===== config.mk =====
export PLATFORM = sky130hd
export DESIGN_NAME = qbd_top
export DESIGN_NICKNAME = d
export VERILOG_FILES = /design/src/rtl/qbd_pkg.sv /design/src/rtl/qbd_decode.sv /design/src/rtl/qbd_irq_gen.sv /design/src/rtl/qbd_nv_clear.sv /design/src/rtl/qbd_top.sv
export SDC_FILE = /design/constraint.sdc
export NUM_CORES = 1
export LEC_CHECK = 0
export ABC_AREA = 0
export BUFFER_PORTS_ARGS = -buffer_cell sky130_fd_sc_hd__buf_4
export CAP_MARGIN = 30
export CORE_MARGIN = 2
export CORE_UTILIZATION = 40
export CTS_BUF_LIST = sky130_fd_sc_hd__clkbuf_16
export CTS_CLUSTER_SIZE = 25
export DETAILED_ROUTE_END_ITERATION = 8
export PLACE_DENSITY = 0.83
export SETUP_SLACK_MARGIN = 0.15
export SLEW_MARGIN = 20
export SYNTH_ARGS = -nofsm -noshare
export SYNTH_HDL_FRONTEND = slang
export SYNTH_HIERARCHICAL = 1
export SYNTH_SLANG_ARGS = --single-unit
export TNS_END_PERCENT = 20

===== constraint.sdc =====
create_clock -name clk -period 1.93 [get_ports clk]
set_input_delay 0.193 -clock clk [delete_from_list [all_inputs] [get_ports clk]]
set_output_delay 0.193 -clock clk [all_outputs]
set_load 0.01 [all_outputs]

===== src/rtl/qbd_pkg.sv =====
package qbd_pkg;
    typedef enum logic [1:0] {
        NV_CHECK = 2'd0,
        NV_CLEAR = 2'd1,
        NV_DONE  = 2'd2
    } nv_state_t;

    typedef struct packed {
        logic rom;
        logic nv;
        logic fg;
        logic bg;
        logic snd;
        logic cmd;
        logic qrom;
    } sel_t;
endpackage


===== src/rtl/qbd_decode.sv =====
module qbd_decode
    import qbd_pkg::*;
#(
    parameter int AW     = 16,
    parameter int DW     = 8,
    parameter int WIN_AW = 11,
    parameter logic [AW-1:0] NV_BASE   = 16'h8000,
    parameter logic [AW-1:0] FG_BASE   = 16'hC000,
    parameter logic [AW-1:0] BG_BASE   = 16'hE000,
    parameter logic [AW-1:0] CTRL_ADR  = 16'h9000,
    parameter logic [AW-1:0] SND_ADR   = 16'hB000,
    parameter logic [AW-1:0] CMD_ADR   = 16'hB800
) (
    input  logic [AW-1:0] addr,
    input  logic          mreq,
    input  logic          iorq,
    input  logic          rd,
    input  logic          wr,
    input  logic [DW-1:0] rom_rdata,
    input  logic [DW-1:0] nv_rdata,
    input  logic [DW-1:0] fg_rdata,
    input  logic [DW-1:0] bg_rdata,
    input  logic [DW-1:0] snd_rdata,
    input  logic [DW-1:0] q_rdata,
    output sel_t          sel,
    output logic          ctrl_we,
    output logic [DW-1:0] rdata
);
    localparam int HI = AW - 1;

    logic in_rom, in_nv, in_fg, in_bg, acc;

    always_comb begin
        acc    = mreq & (rd | wr);
        in_rom = ~addr[HI];
        in_nv  = addr[HI:WIN_AW] == NV_BASE[HI:WIN_AW];
        in_fg  = addr[HI:WIN_AW] == FG_BASE[HI:WIN_AW];
        in_bg  = addr[HI:WIN_AW] == BG_BASE[HI:WIN_AW];

        sel      = '0;
        sel.rom  = mreq & rd & in_rom;
        sel.nv   = acc & in_nv;
        sel.fg   = acc & in_fg;
        sel.bg   = acc & in_bg;
        sel.snd  = acc & (addr == SND_ADR);
        sel.cmd  = mreq & wr & (addr == CMD_ADR);
        sel.qrom = iorq & rd;
        ctrl_we  = mreq & wr & (addr == CTRL_ADR);

        rdata = '1;
        unique case (1'b1)
            sel.rom:           rdata = rom_rdata;
            sel.nv  && rd:     rdata = nv_rdata;
            sel.fg  && rd:     rdata = fg_rdata;
            sel.bg  && rd:     rdata = bg_rdata;
            sel.snd && rd:     rdata = snd_rdata;
            sel.qrom:          rdata = q_rdata;
            default:           rdata = '1;
        endcase
    end
endmodule


===== src/rtl/qbd_irq_gen.sv =====
module qbd_irq_gen (
    input  logic clk,
    input  logic rst_n,
    input  logic vblank,
    input  logic coin,
    output logic nmi_pulse,
    output logic irq_pulse
);
    typedef struct packed {
        logic vbl;
        logic nmi;
        logic irq;
    } irq_state_t;

    irq_state_t s_d, s_q;
    logic edge_seen;

    always_comb begin
        edge_seen = vblank & ~s_q.vbl;
        s_d.vbl   = vblank;
        s_d.nmi   = edge_seen & coin;
        s_d.irq   = edge_seen & ~coin;
    end

    always_ff @(posedge clk) begin
        if (!rst_n) s_q <= '0;
        else        s_q <= s_d;
    end

    assign nmi_pulse = s_q.nmi;
    assign irq_pulse = s_q.irq;

    // each pulse lasts exactly one cycle and is not followed by the other
    assert_pulse_width_R7: assert property (@(posedge clk) disable iff (!rst_n)
        (nmi_pulse || irq_pulse) |=> !(nmi_pulse || irq_pulse));
    // the two interrupt lines never fire together
    assert_irq_exclusive_R10: assert property (@(posedge clk) disable iff (!rst_n)
        !(nmi_pulse && irq_pulse));
endmodule


===== src/rtl/qbd_nv_clear.sv =====
module qbd_nv_clear
    import qbd_pkg::*;
#(
    parameter int NV_AW = 11
) (
    input  logic             clk,
    input  logic             rst_n,
    input  logic             blank_i,
    output logic             clearing,
    output logic             busy,
    output logic [NV_AW-1:0] clr_addr
);
    localparam logic [NV_AW-1:0] LAST = '1;

    typedef struct packed {
        nv_state_t        st;
        logic [NV_AW-1:0] addr;
    } clr_state_t;

    clr_state_t s_d, s_q;

    always_comb begin
        s_d = s_q;
        case (s_q.st)
            NV_CHECK: begin
                s_d.addr = '0;
                s_d.st   = blank_i ? NV_CLEAR : NV_DONE;
            end
            NV_CLEAR: begin
                if (s_q.addr == LAST) s_d.st = NV_DONE;
                else                  s_d.addr = s_q.addr + 1'b1;
            end
            default: s_d = s_q;
        endcase
    end

    always_ff @(posedge clk) begin
        if (!rst_n) s_q <= '{st: NV_CHECK, addr: '0};
        else        s_q <= s_d;
    end

    assign clearing = (s_q.st == NV_CLEAR);
    assign busy     = (s_q.st != NV_DONE);
    assign clr_addr = s_q.addr;

    // the clear walks the RAM one ascending word per cycle
    assert_clear_step_R8: assert property (@(posedge clk) disable iff (!rst_n)
        (clearing && clr_addr != LAST) |=> (clearing && clr_addr == ($past(clr_addr) + 1'b1)));
    // busy never returns once released
    assert_busy_final_R8: assert property (@(posedge clk) disable iff (!rst_n)
        !busy |=> !busy);
endmodule


===== src/rtl/qbd_top.sv =====
module qbd_top
    import qbd_pkg::*;
#(
    parameter int AW       = 16,
    parameter int DW       = 8,
    parameter int NV_AW    = 11,
    parameter int BANK_W   = 2,
    parameter int BANK_LSB = 3,
    parameter int TILE_BIT = 2,
    localparam int QAW     = AW + BANK_W
) (
    input  logic             clk,
    input  logic             rst_n,
    input  logic [AW-1:0]    cpu_addr,
    input  logic [DW-1:0]    cpu_wdata,
    input  logic             cpu_mreq,
    input  logic             cpu_iorq,
    input  logic             cpu_rd,
    input  logic             cpu_wr,
    output logic [DW-1:0]    cpu_rdata,
    output logic             rom_cs,
    input  logic [DW-1:0]    rom_rdata,
    output logic             nv_cs,
    output logic             nv_we,
    output logic [NV_AW-1:0] nv_addr,
    output logic [DW-1:0]    nv_wdata,
    input  logic [DW-1:0]    nv_rdata,
    input  logic             nv_blank,
    output logic             init_busy,
    output logic             fg_cs,
    input  logic [DW-1:0]    fg_rdata,
    output logic             bg_cs,
    input  logic [DW-1:0]    bg_rdata,
    output logic             snd_cs,
    input  logic [DW-1:0]    snd_rdata,
    output logic             snd_cmd_stb,
    output logic             bus_we,
    output logic             q_cs,
    output logic [QAW-1:0]   q_addr,
    input  logic [DW-1:0]    q_rdata,
    output logic [DW-1:0]    ctrl_o,
    output logic             tile_bank,
    input  logic             vblank,
    input  logic             coin,
    output logic             nmi_pulse,
    output logic             irq_pulse
);
    sel_t             sel;
    logic             ctrl_we;
    logic             clearing;
    logic [NV_AW-1:0] clr_addr;
    logic [DW-1:0]    ctrl_d, ctrl_q;

    qbd_decode #(.AW(AW), .DW(DW), .WIN_AW(NV_AW)) u_decode (
        .addr      (cpu_addr),
        .mreq      (cpu_mreq),
        .iorq      (cpu_iorq),
        .rd        (cpu_rd),
        .wr        (cpu_wr),
        .rom_rdata (rom_rdata),
        .nv_rdata  (nv_rdata),
        .fg_rdata  (fg_rdata),
        .bg_rdata  (bg_rdata),
        .snd_rdata (snd_rdata),
        .q_rdata   (q_rdata),
        .sel       (sel),
        .ctrl_we   (ctrl_we),
        .rdata     (cpu_rdata)
    );

    qbd_nv_clear #(.NV_AW(NV_AW)) u_nv_clear (
        .clk      (clk),
        .rst_n    (rst_n),
        .blank_i  (nv_blank),
        .clearing (clearing),
        .busy     (init_busy),
        .clr_addr (clr_addr)
    );

    qbd_irq_gen u_irq (
        .clk       (clk),
        .rst_n     (rst_n),
        .vblank    (vblank),
        .coin      (coin),
        .nmi_pulse (nmi_pulse),
        .irq_pulse (irq_pulse)
    );

    always_comb begin
        ctrl_d = ctrl_q;
        if (ctrl_we) ctrl_d = cpu_wdata;
    end

    always_ff @(posedge clk) begin
        if (!rst_n) ctrl_q <= '0;
        else        ctrl_q <= ctrl_d;
    end

    assign ctrl_o      = ctrl_q;
    assign tile_bank   = ctrl_q[TILE_BIT];
    assign q_cs        = sel.qrom;
    assign q_addr      = {ctrl_q[BANK_LSB +: BANK_W], cpu_addr};
    assign rom_cs      = sel.rom;
    assign fg_cs       = sel.fg;
    assign bg_cs       = sel.bg;
    assign snd_cs      = sel.snd;
    assign snd_cmd_stb = sel.cmd;
    assign bus_we      = cpu_mreq & cpu_wr;

    assign nv_cs    = sel.nv | clearing;
    assign nv_we    = clearing | (sel.nv & cpu_wr & ~init_busy);
    assign nv_addr  = clearing ? clr_addr : cpu_addr[NV_AW-1:0];
    assign nv_wdata = clearing ? '0 : cpu_wdata;

    // at most one select per bus cycle
    assert_single_select_R1: assert property (@(posedge clk) disable iff (!rst_n)
        $onehot0({sel.rom, sel.nv, sel.fg, sel.bg, sel.snd, sel.cmd, sel.qrom}));
    // memory reads with no select float high
    assert_unmapped_ff_R2: assert property (@(posedge clk) disable iff (!rst_n)
        (cpu_mreq && cpu_rd && !cpu_wr && !rom_cs && !nv_cs && !fg_cs && !bg_cs && !snd_cs)
            |-> cpu_rdata == '1);
    // the control register moves only on its own write
    assert_ctrl_hold_R4: assert property (@(posedge clk) disable iff (!rst_n)
        !ctrl_we |=> $stable(ctrl_o));
    // an I/O read always reaches the question ROM
    assert_io_select_R5: assert property (@(posedge clk) disable iff (!rst_n)
        (cpu_iorq && cpu_rd) |-> (q_cs && cpu_rdata == q_rdata));
    // no processor write lands while the clear runs
    assert_clear_owns_ram_R8: assert property (@(posedge clk) disable iff (!rst_n)
        clearing |-> (nv_wdata == '0 && nv_addr == clr_addr));
endmodule


Word level (Yosys, flattened, before mapping). Cells that the tools add are included. Widths: inputs -> output; s select.

Logic and storage cells: 56. Output and inout port bits: 66. Register bits: 24. Input port bits: 81.

Muxes and demuxes: 7. Add/subtract/negate cells: 1. Reductions and logical operators: 8. Eq/ne operators: 11. Bitwise logic cells: 23.

Operator list (number): $eq 16x16->1 const B (3); $pmux 8 s6 (1); $pmux 13 s2 (1); $mux 11 (2); $and 1x1->1 (16); $eq 5x5->1 const B (3); $add 11x1->11 const B (1); $eq 11x11->1 const B (1); $mux 8 (1); $logic_and 1x1->1 (4); $mux 2 (2); $ne 2x2->1 const B (2); $not 1->1 (4); $reduce_and 2->1 (2); $or 1x1->1 (3); $eq 2x1->1 const B (1); $logic_not 2->1 (1); $ne 2x1->1 const B (1); $reduce_bool 2->1 (1).

Logic depth before layout (Yosys ltp). Gate-level depths: netlist of run 1.

Word-level depth: 6. Mapped depth: 8. Gate-level depth less buffers: 6.

Cells and area by module. The synthesis of run 1 kept the hierarchy.

By module, submodules not included: qbd_nv_clear (sequential area each 260.2 um^2, instances 1, cells each 96, area each 840.8 um^2); qbd_top (sequential area each 160.2 um^2, instances 1, cells each 69, area each 691.9 um^2); qbd_decode (sequential area each 0.0 um^2, instances 1, cells each 84, area each 623.1 um^2); qbd_irq_gen (sequential area each 60.1 um^2, instances 1, cells each 6, area each 88.8 um^2).

Least setup slack after synthesis of run 1. No wires, ideal clock.

Kind: input to register. Start point: input cpu_addr[4]. End point: register ctrl_q[0], in the netlist ctrl_o[0]. Stages on the path: 8. Setup time: 0.116 ns. Path slack: 0.315 ns. Data arrival time: 1.499 ns. Required time: 1.814 ns. Buffers on the path: 2. Cell sequence: nor4_1 > and4_1 > buf_2 > nand3_1 > nor3_1 > buf_4 > mux2i_1 > nor2b_1.

Word-level cells in the longest chain between the ends: 2.

RTL lines: start, declared (line qbd_top.sv:14) `input logic [AW-1:0] cpu_addr,`; $eq 16x16->1 (line qbd_decode.sv:48) `ctrl_we = mreq & wr & (addr == CTRL_ADR);`; $and 1x1->1 (line qbd_decode.sv:48); net ctrl_we (line qbd_top.sv:49) `logic ctrl_we;`; end signal, assigned (line qbd_top.sv:96) `else ctrl_q <= ctrl_d;`; end, declared (line qbd_top.sv:52) `logic [DW-1:0] ctrl_d, ctrl_q;`.

The timed path passes the listed nets, and every way through them passes these cells. A chain may end at the register's enable or synchronous reset.

Final worst setup path of run 1.
Start point: input cpu_addr[12]. End point: output cpu_rdata[7].

Word-level cells in the longest chain between the ends: 4. Elaborated cells on any way between the ends: 13. Classes of those cells: eq/ne (4); mux (1); bitwise (4); reduce/logical (4).

RTL lines: $eq 16x16->1, or another cell as far along (line qbd_decode.sv:45) `sel.snd = acc & (addr == SND_ADR);`; $and 1x1->1 (on tied branches); $logic_and 1x1->1 (on tied branches); $pmux 8 s6 * (line qbd_decode.sv:51) `unique case (1'b1)`; end, declared (line qbd_top.sv:20) `output logic [DW-1:0] cpu_rdata,`.

Mark *: on every way between the ends. The rest lies on a longest branch, timed or not.

==> results.json, run 1 <==
{
  "synthesized_cell_area_mm2": 0.00224,
  "number_of_buffers_added_on_ports": 146,
  "status": "complete, no violations",
  "synth-compound-area-share": 0.161,
  "worst_ir_drop_vdd_v": 0.000432,
  "first_global_vias": 2245,
  "antenna_found_initial": 0,
  "global_placer_s_final_weighted_congestion": 0.942,
  "yosys_warnings": 6,
  "detailedRoute.firstPassIterationCount": 5,
  "globalRouteOverflowTotal": 0,
  "place_hpwl_um": 5510,
  "track_usage": 0.219,
  "timing.final.setup_violations": 0,
  "required_ns": 1.74,
  "final_hold_vio_count": 0,
  "dominant_combinational_cell_family_by_area_after_synthesis": "simple AND/OR/NAND/NOR gates",
  "drv.max_cap_violation_count": 0,
  "synthSimpleGateAreaFrac": 0.317,
  "synth-adder-area-share": 0.00557,
  "critical_path_fanout_max": 8,
  "drt-initial-drc-count": 181,
  "wl_per_cell_um": 16.4,
  "worstSetupEndpointType": "output pin",
  "num-nets-final": 456,
  "detail_route.vias_per_cell": 5.45,
  "core_area_mm2": 0.00547,
  "die_w_um": 78.9,
  "critical_path.startpoint_type": "input port",
  "totalNegativeSetupSlack_ns": 0,
  "io_pins": 147,
  "total_power_mw": 1.62,
  "cts-root-to-sink-buffers": 2,
  "clkLatencyLatePin_ns": 0.25,
  "worst_tran_pin_value_ns": 0.407,
  "grt_start_max_net_pins": 31,
  "synthFlopType": "dfxtp_1",
  "synthTopCellsByArea": "dfxtp_1 21%, buf_4 11%, mux2_4 6.7%",
  "final_period_minus_worst_setup_slack_ns": 1.78,
  "synth-edff-count": 0,
  "clkSlewWorstSetupHoldPaths_ns": 0.06,
  "grt_first_pass_wirelength_um": 11100,
  "cts_tree": "yes",
  "netlist_instances": 255,
  "xor_xnor_share_of_the_synthesized_area": 0.00780,
  "synth_area_per_cell_um2": 8.80,
  "fin_util": 0.616,
  "finClkSkew_ns": 0.00234,
  "rsz_0062_raised_after_global_routing": "yes",
  "mux_contribution_to_synthesized_area": 0.152,
  "synth_area_leader_cell": "dfxtp_1",
  "detail_route.wirelength_um": 7300,
  "cts-htree-levels": 1,
  "fin_crit_sh": 0.925,
  "tritoncts.num_buffers": 3,
  "die_outline_area_mm2": 0.00623,
  "synth.yosys.seq_area_share": 0.214,
  "place_ws_ns": 0.0824,
  "hold_path_class": "input port to flip-flop",
  "yosys_register_bits": 24,
  "post-route-drc-count": 0,
  "hold-worst-slack_ns": 0.152,
  "timing.slew.headroom": 0.726,
  "power.leakage_nw": 1.56,
  "ant_nets": 0,
  "yosys.area.top_type_share": 0.214,
  "vias": 2426,
  "post_route_cells_drive_above_1_share": 0.555,
  "cp_data_arrival_time_ns": 1.59,
  "die_height_um": 78.9,
  "antenna-diode-count": 0,
  "area_growth_pct": 50.1,
  "critical_path_class": "input port to output pin",
  "layout_setup_ws_ns": 0.146,
  "max_frequency_mhz": 560,
  "postSynth.asyncResetShare": 0,
  "yosys.cell_types.count": 62,
  "finalMaxSlewViolations": 0,
  "cts_root_buf": "clkbuf_16",
  "ctsHoldBuffers": 0,
  "core.rowCount": 27,
  "clock_sink_count": 24,
  "initial_utilization": 0.410,
  "power_per_cell_area_mw_per_mm2": 482,
  "synth_nets": 337
}
## flip-flops by register name, summed over array words and instances, names as in the netlist
signal / flops
u_irq/nmi_pulse: 1
u_nv_clear/s_q: 2
ctrl_o: 8
u_irq/s_q: 1
u_irq/irq_pulse: 1
u_nv_clear/clr_addr: 11
## Yosys cell counts (all sizes together), types with 2 or more instances
| cell type | count |
|---|---|
| nand3 | 18 |
| a32o | 7 |
| nor2b | 20 |
| o2111a | 2 |
| clkbuf | 8 |
| xor2 | 2 |
| a221o | 2 |
| nor3 | 9 |
| and3 | 2 |
| buf | 37 |
| a22o | 3 |
| a21oi | 2 |
| mux2 | 19 |
| a22oi | 7 |
| and4bb | 3 |
| nor4 | 5 |
| nand2 | 20 |
| nor2 | 9 |
| o21ai | 2 |
| o211ai | 2 |
| nand4 | 10 |
| dfxtp | 24 |
| o221a | 2 |
| a41oi | 2 |
| inv | 2 |
| and2 | 5 |
| mux2i | 9 |
| or4bb | 3 |
## placed cells by master, fill, tap and decap left out, types with 3 or more instances in the layout
cell | Yosys | final
nand4_1 | 10 | 10
and2_1 | 3 | 3
dfxtp_1 | 24 | 22
nor2b_1 | 19 | 19
a22oi_1 | 7 | 7
mux2_4 | 10 | 10
a32o_1 | 7 | 7
nand2_1 | 19 | 19
nand3_1 | 18 | 18
nor2_1 | 7 | 7
nor4_1 | 4 | 4
nor3_1 | 9 | 8
buf_4 | 32 | 153
mux2i_1 | 9 | 9
mux2_2 | 9 | 9
buf_6 | 3 | 5
clkbuf_16 | 0 | 3
## worst max-delay path, cell delays in order
cell,delay [ns]
buf_8,0.10
and4bb_1,0.19
and4_4,0.19
buf_6,0.11
a2111o_4,0.54
o211ai_2,0.11
buf_4,0.15
## through the flow
| stage | cell area (um2) | std cells |
|---|---|---|
| 2_1_floorplan | 2240 | 255 |
| 3_3_place_gp | 3180 | 437 |
| 3_5_place_dp | 3180 | 437 |
| 4_1_cts | 3310 | 442 |
| 5_1_grt | 3370 | 445 |
| 6_report | 3370 | 445 |
## worst paths after layout
path,to,slack [ns],start,cells past startpoint
setup / recovery,cpu_rdata[7],0.15,cpu_addr[12],7
hold / removal,u_irq/s_q[2],0.15,vblank,2
setup reg to reg,u_nv_clear/clr_addr[1],0.26,u_nv_clear/clr_addr[1],7
hold reg to reg,u_nv_clear/clr_addr[0],0.54,u_nv_clear/clr_addr[0],1
## power by group
| group | switching [mW] | internal, mW | leakage, nW |
|---|---|---|---|
| Combinational | 0.224 | 0.307 | 1.32 |
| Clock | 0.174 | 0.412 | 0.0511 |
| Sequential | 0.00452 | 0.504 | 0.195 |
| Total | 0.402 | 1.22 | 1.56 |
## per-layer routing
metal / up-vias / track usage / routed length (um)
li1: 1172 / - / -
met5: - / 0 / 0
met2: 123 / 0.391 / 3670
met3: 10 / 0.0466 / 598
met4: 0 / 0.0569 / 113
met1: 1121 / 0.268 / 2920
## layout make-up
type	count	area [um2]
sequential	24	483
clock buffer	3	75.1
fill	482	2100
multi-input combinational	184	1460
timing repair buffer	159	1220
tap	72	90.1
clock inverter	1	30.0
inverter	2	7.51
## what timing repair did
item,in CTS,in global routing
hold endpoints to repair,0,0
resized for setup,4,10
cloned,0,0
setup buffers,1,3
endpoints found under the setup margin,9,16
pin swaps,1,5
## logic make-up (layout without fill, tap and decap cells)
family / count (synthesis) / count (layout)
XOR/XNOR: 2 / 2
buffers and inverters: 47 / 165
adder cells (fa/ha/maj): 1 / 1
multiplexers: 28 / 28
AND/OR/NAND/NOR: 113 / 113
AO/OA/AOI/OAI: 40 / 40
flip-flops: 24 / 24
No activity file was read; power rests on OpenSTA's default activity.
==> run 2, diff against run 1 <==
--- a/config.mk
+++ b/config.mk
@@ -10,7 +10,6 @@
 export CAP_MARGIN = 30
 export CORE_MARGIN = 2
 export CORE_UTILIZATION = 40
-export CTS_BUF_LIST = sky130_fd_sc_hd__clkbuf_16
 export CTS_CLUSTER_SIZE = 25
 export DETAILED_ROUTE_END_ITERATION = 8
 export PLACE_DENSITY = 0.83
==> run 2 against run 1 <==
  * Routed wire length is 2.6% lower
  * Largest power group is now combinational cells
  * Register-to-register slack lost 0.05 ns
  * Via count barely moved
  * Critical endpoint unchanged
==> results.json, run 2 (synthesis gave the netlist of run 1 again) <==
{
  "first_global_vias": 2226,
  "clock_sink_count": 24,
  "globalRouteOverflowTotal": 0,
  "layout.area.seq_um2": 482,
  "num-nets-final": 457,
  "cts-htree-levels": 1,
  "worst_tran_pin_value_ns": 0.407,
  "die_outline_area_mm2": 0.00623,
  "critical_path_fanout_max": 8,
  "finClkSkew_ns": 0.00378,
  "fin_crit_sh": 0.921,
  "drt-initial-drc-count": 202,
  "detailedRoute.firstPassIterationCount": 4,
  "power.share.sequential": 0.343,
  "met2RoutedLength_um": 3560,
  "die_w_um": 78.9,
  "mostFrequentLayoutCell": "buf_4",
  "max_frequency_mhz": 563,
  "io_pins": 147,
  "track_usage": 0.213,
  "finalMaxSlewViolations": 0,
  "internal-power_mw": 1.09,
  "worst_ir_drop_vdd_v": 0.000322,
  "cts_tree": "yes",
  "final.fill_count": 489,
  "antenna_found_initial": 0,
  "critical_path.startpoint_type": "input port",
  "final_hold_vio_count": 0,
  "area_growth_pct": 48.9,
  "hold-worst-slack_ns": 0.139,
  "wl_met1_um": 2850,
  "power_per_cell_area_mw_per_mm2": 443,
  "drv.max_cap_violation_count": 0,
  "required_ns": 1.74,
  "clkLatencyLatePin_ns": 0.27,
  "largest_register_ffs": 11,
  "hold_path_class": "input port to flip-flop",
  "power_frac_comb": 0.358,
  "detail_route.vias_per_cell": 5.43,
  "fin_util": 0.611,
  "timing.slew.headroom": 0.726,
  "cts_root_buf": "clkbuf_8",
  "power.switching_fraction": 0.265,
  "detail_route.wirelength_um": 7120,
  "cts-root-to-sink-buffers": 2,
  "power.leakage_nw": 1.55,
  "power_switching_mw": 0.392,
  "core_area_mm2": 0.00547,
  "maxUsedRoutingLayer": "met4",
  "post-route-drc-count": 0,
  "final_cell_mix": "154 x buf_4, 23 x dfxtp_1, 19 x nor2b_1, 19 x nand2_1, 18 x nand3_1",
  "die_height_um": 78.9,
  "met3WireLength_um": 619,
  "status": "complete, no violations",
  "tritoncts.num_buffers": 3,
  "global_placer_s_final_weighted_congestion": 0.942,
  "final_period_minus_worst_setup_slack_ns": 1.78,
  "clkPwrFrac": 0.299,
  "ant_nets": 0,
  "post_route_cells_drive_above_1_share": 0.553,
  "timing.final.setup_violations": 0,
  "multi_input_combinational_cell_area_mm2": 0.00146,
  "place_hpwl_um": 5510,
  "grt_start_max_net_pins": 31,
  "grt_first_pass_wirelength_um": 10900,
  "worstSetupEndpointType": "output pin",
  "initial_utilization": 0.410,
  "wl_per_cell_um": 16.0,
  "totalNegativeSetupSlack_ns": 0,
  "critical_path_class": "input port to output pin",
  "core.rowCount": 27,
  "vias": 2424,
  "antenna-diode-count": 0,
  "clkSlewWorstSetupHoldPaths_ns": 0.09,
  "cp_data_arrival_time_ns": 1.58,
  "number_of_buffers_added_on_ports": 146,
  "rsz_0062_raised_after_global_routing": "yes"
}
-- run 2: cell count changes in the layout (fill, tap and decap cells not counted) --
cell,change
dfxtp_2,-1
dfxtp_1,+1
clkbuf_8,+3
buf_4,+1
clkbuf_16,-3
-- run 2: worst paths after layout --
kind	startpoint	to	slack, ns	cells past startpoint
max	cpu_addr[14]	cpu_rdata[7]	0.15	7
min	vblank	u_irq/s_q[2]	0.14	2
max reg2reg	u_nv_clear/clr_addr[0]	u_nv_clear/clr_addr[7]	0.21	6
min reg2reg	u_nv_clear/clr_addr[1]	u_nv_clear/clr_addr[1]	0.54	2
-- run 2: area by class of cell --
class	count	area share
clock buffers	3	0.0124
clock inverters	1	0.00899
inverters	2	0.00225
multi-input cells	184	0.438
flip-flops and latches	24	0.144
well taps	72	0.0270
repair buffers	160	0.367
-- run 2: per-stage QoR --
step	power [mW]	instances	worst slack (ns)	cell area (um2)
CTS	1.48	442	0.139	3280
detailed placement	1.04	437	0.0824	3180
finish	1.48	446	0.153	3340
global placement	1.03	437	0.0916	3180
floorplan	0.769	255	0.315	2240
global route	1.55	446	0.104	3340
-- run 2: critical path, cell delays in order --
cell	delay [ns]
buf_4	0.09
and4bb_1	0.20
and4_4	0.19
buf_6	0.11
a2111o_4	0.54
o211ai_2	0.11
buf_4	0.15
-- run 2: timing repair --
action / CTS / global route
pin swaps: 1 / 5
setup buffers: 1 / 4
hold buffers: 0 / 0
endpoints found under the setup margin: 9 / 18
gates resized for setup: 4 / 9
gates cloned: 0 / 0
-- run 2: power groups by stage --
stage	registers (mW)	logic, mW	clock network (mW)
floorplan	0.521	0.248	0
global placement	0.519	0.510	0
detailed placement	0.519	0.517	0
CTS	0.507	0.521	0.451
global route	0.509	0.569	0.473
finish	0.507	0.529	0.442
-- run 2: routing by layer --
metal  vias up  track usage
met5         -            0
met4         0       0.0379
met3         8       0.0455
met2       130        0.378
met1      1117        0.268
li1       1169            -
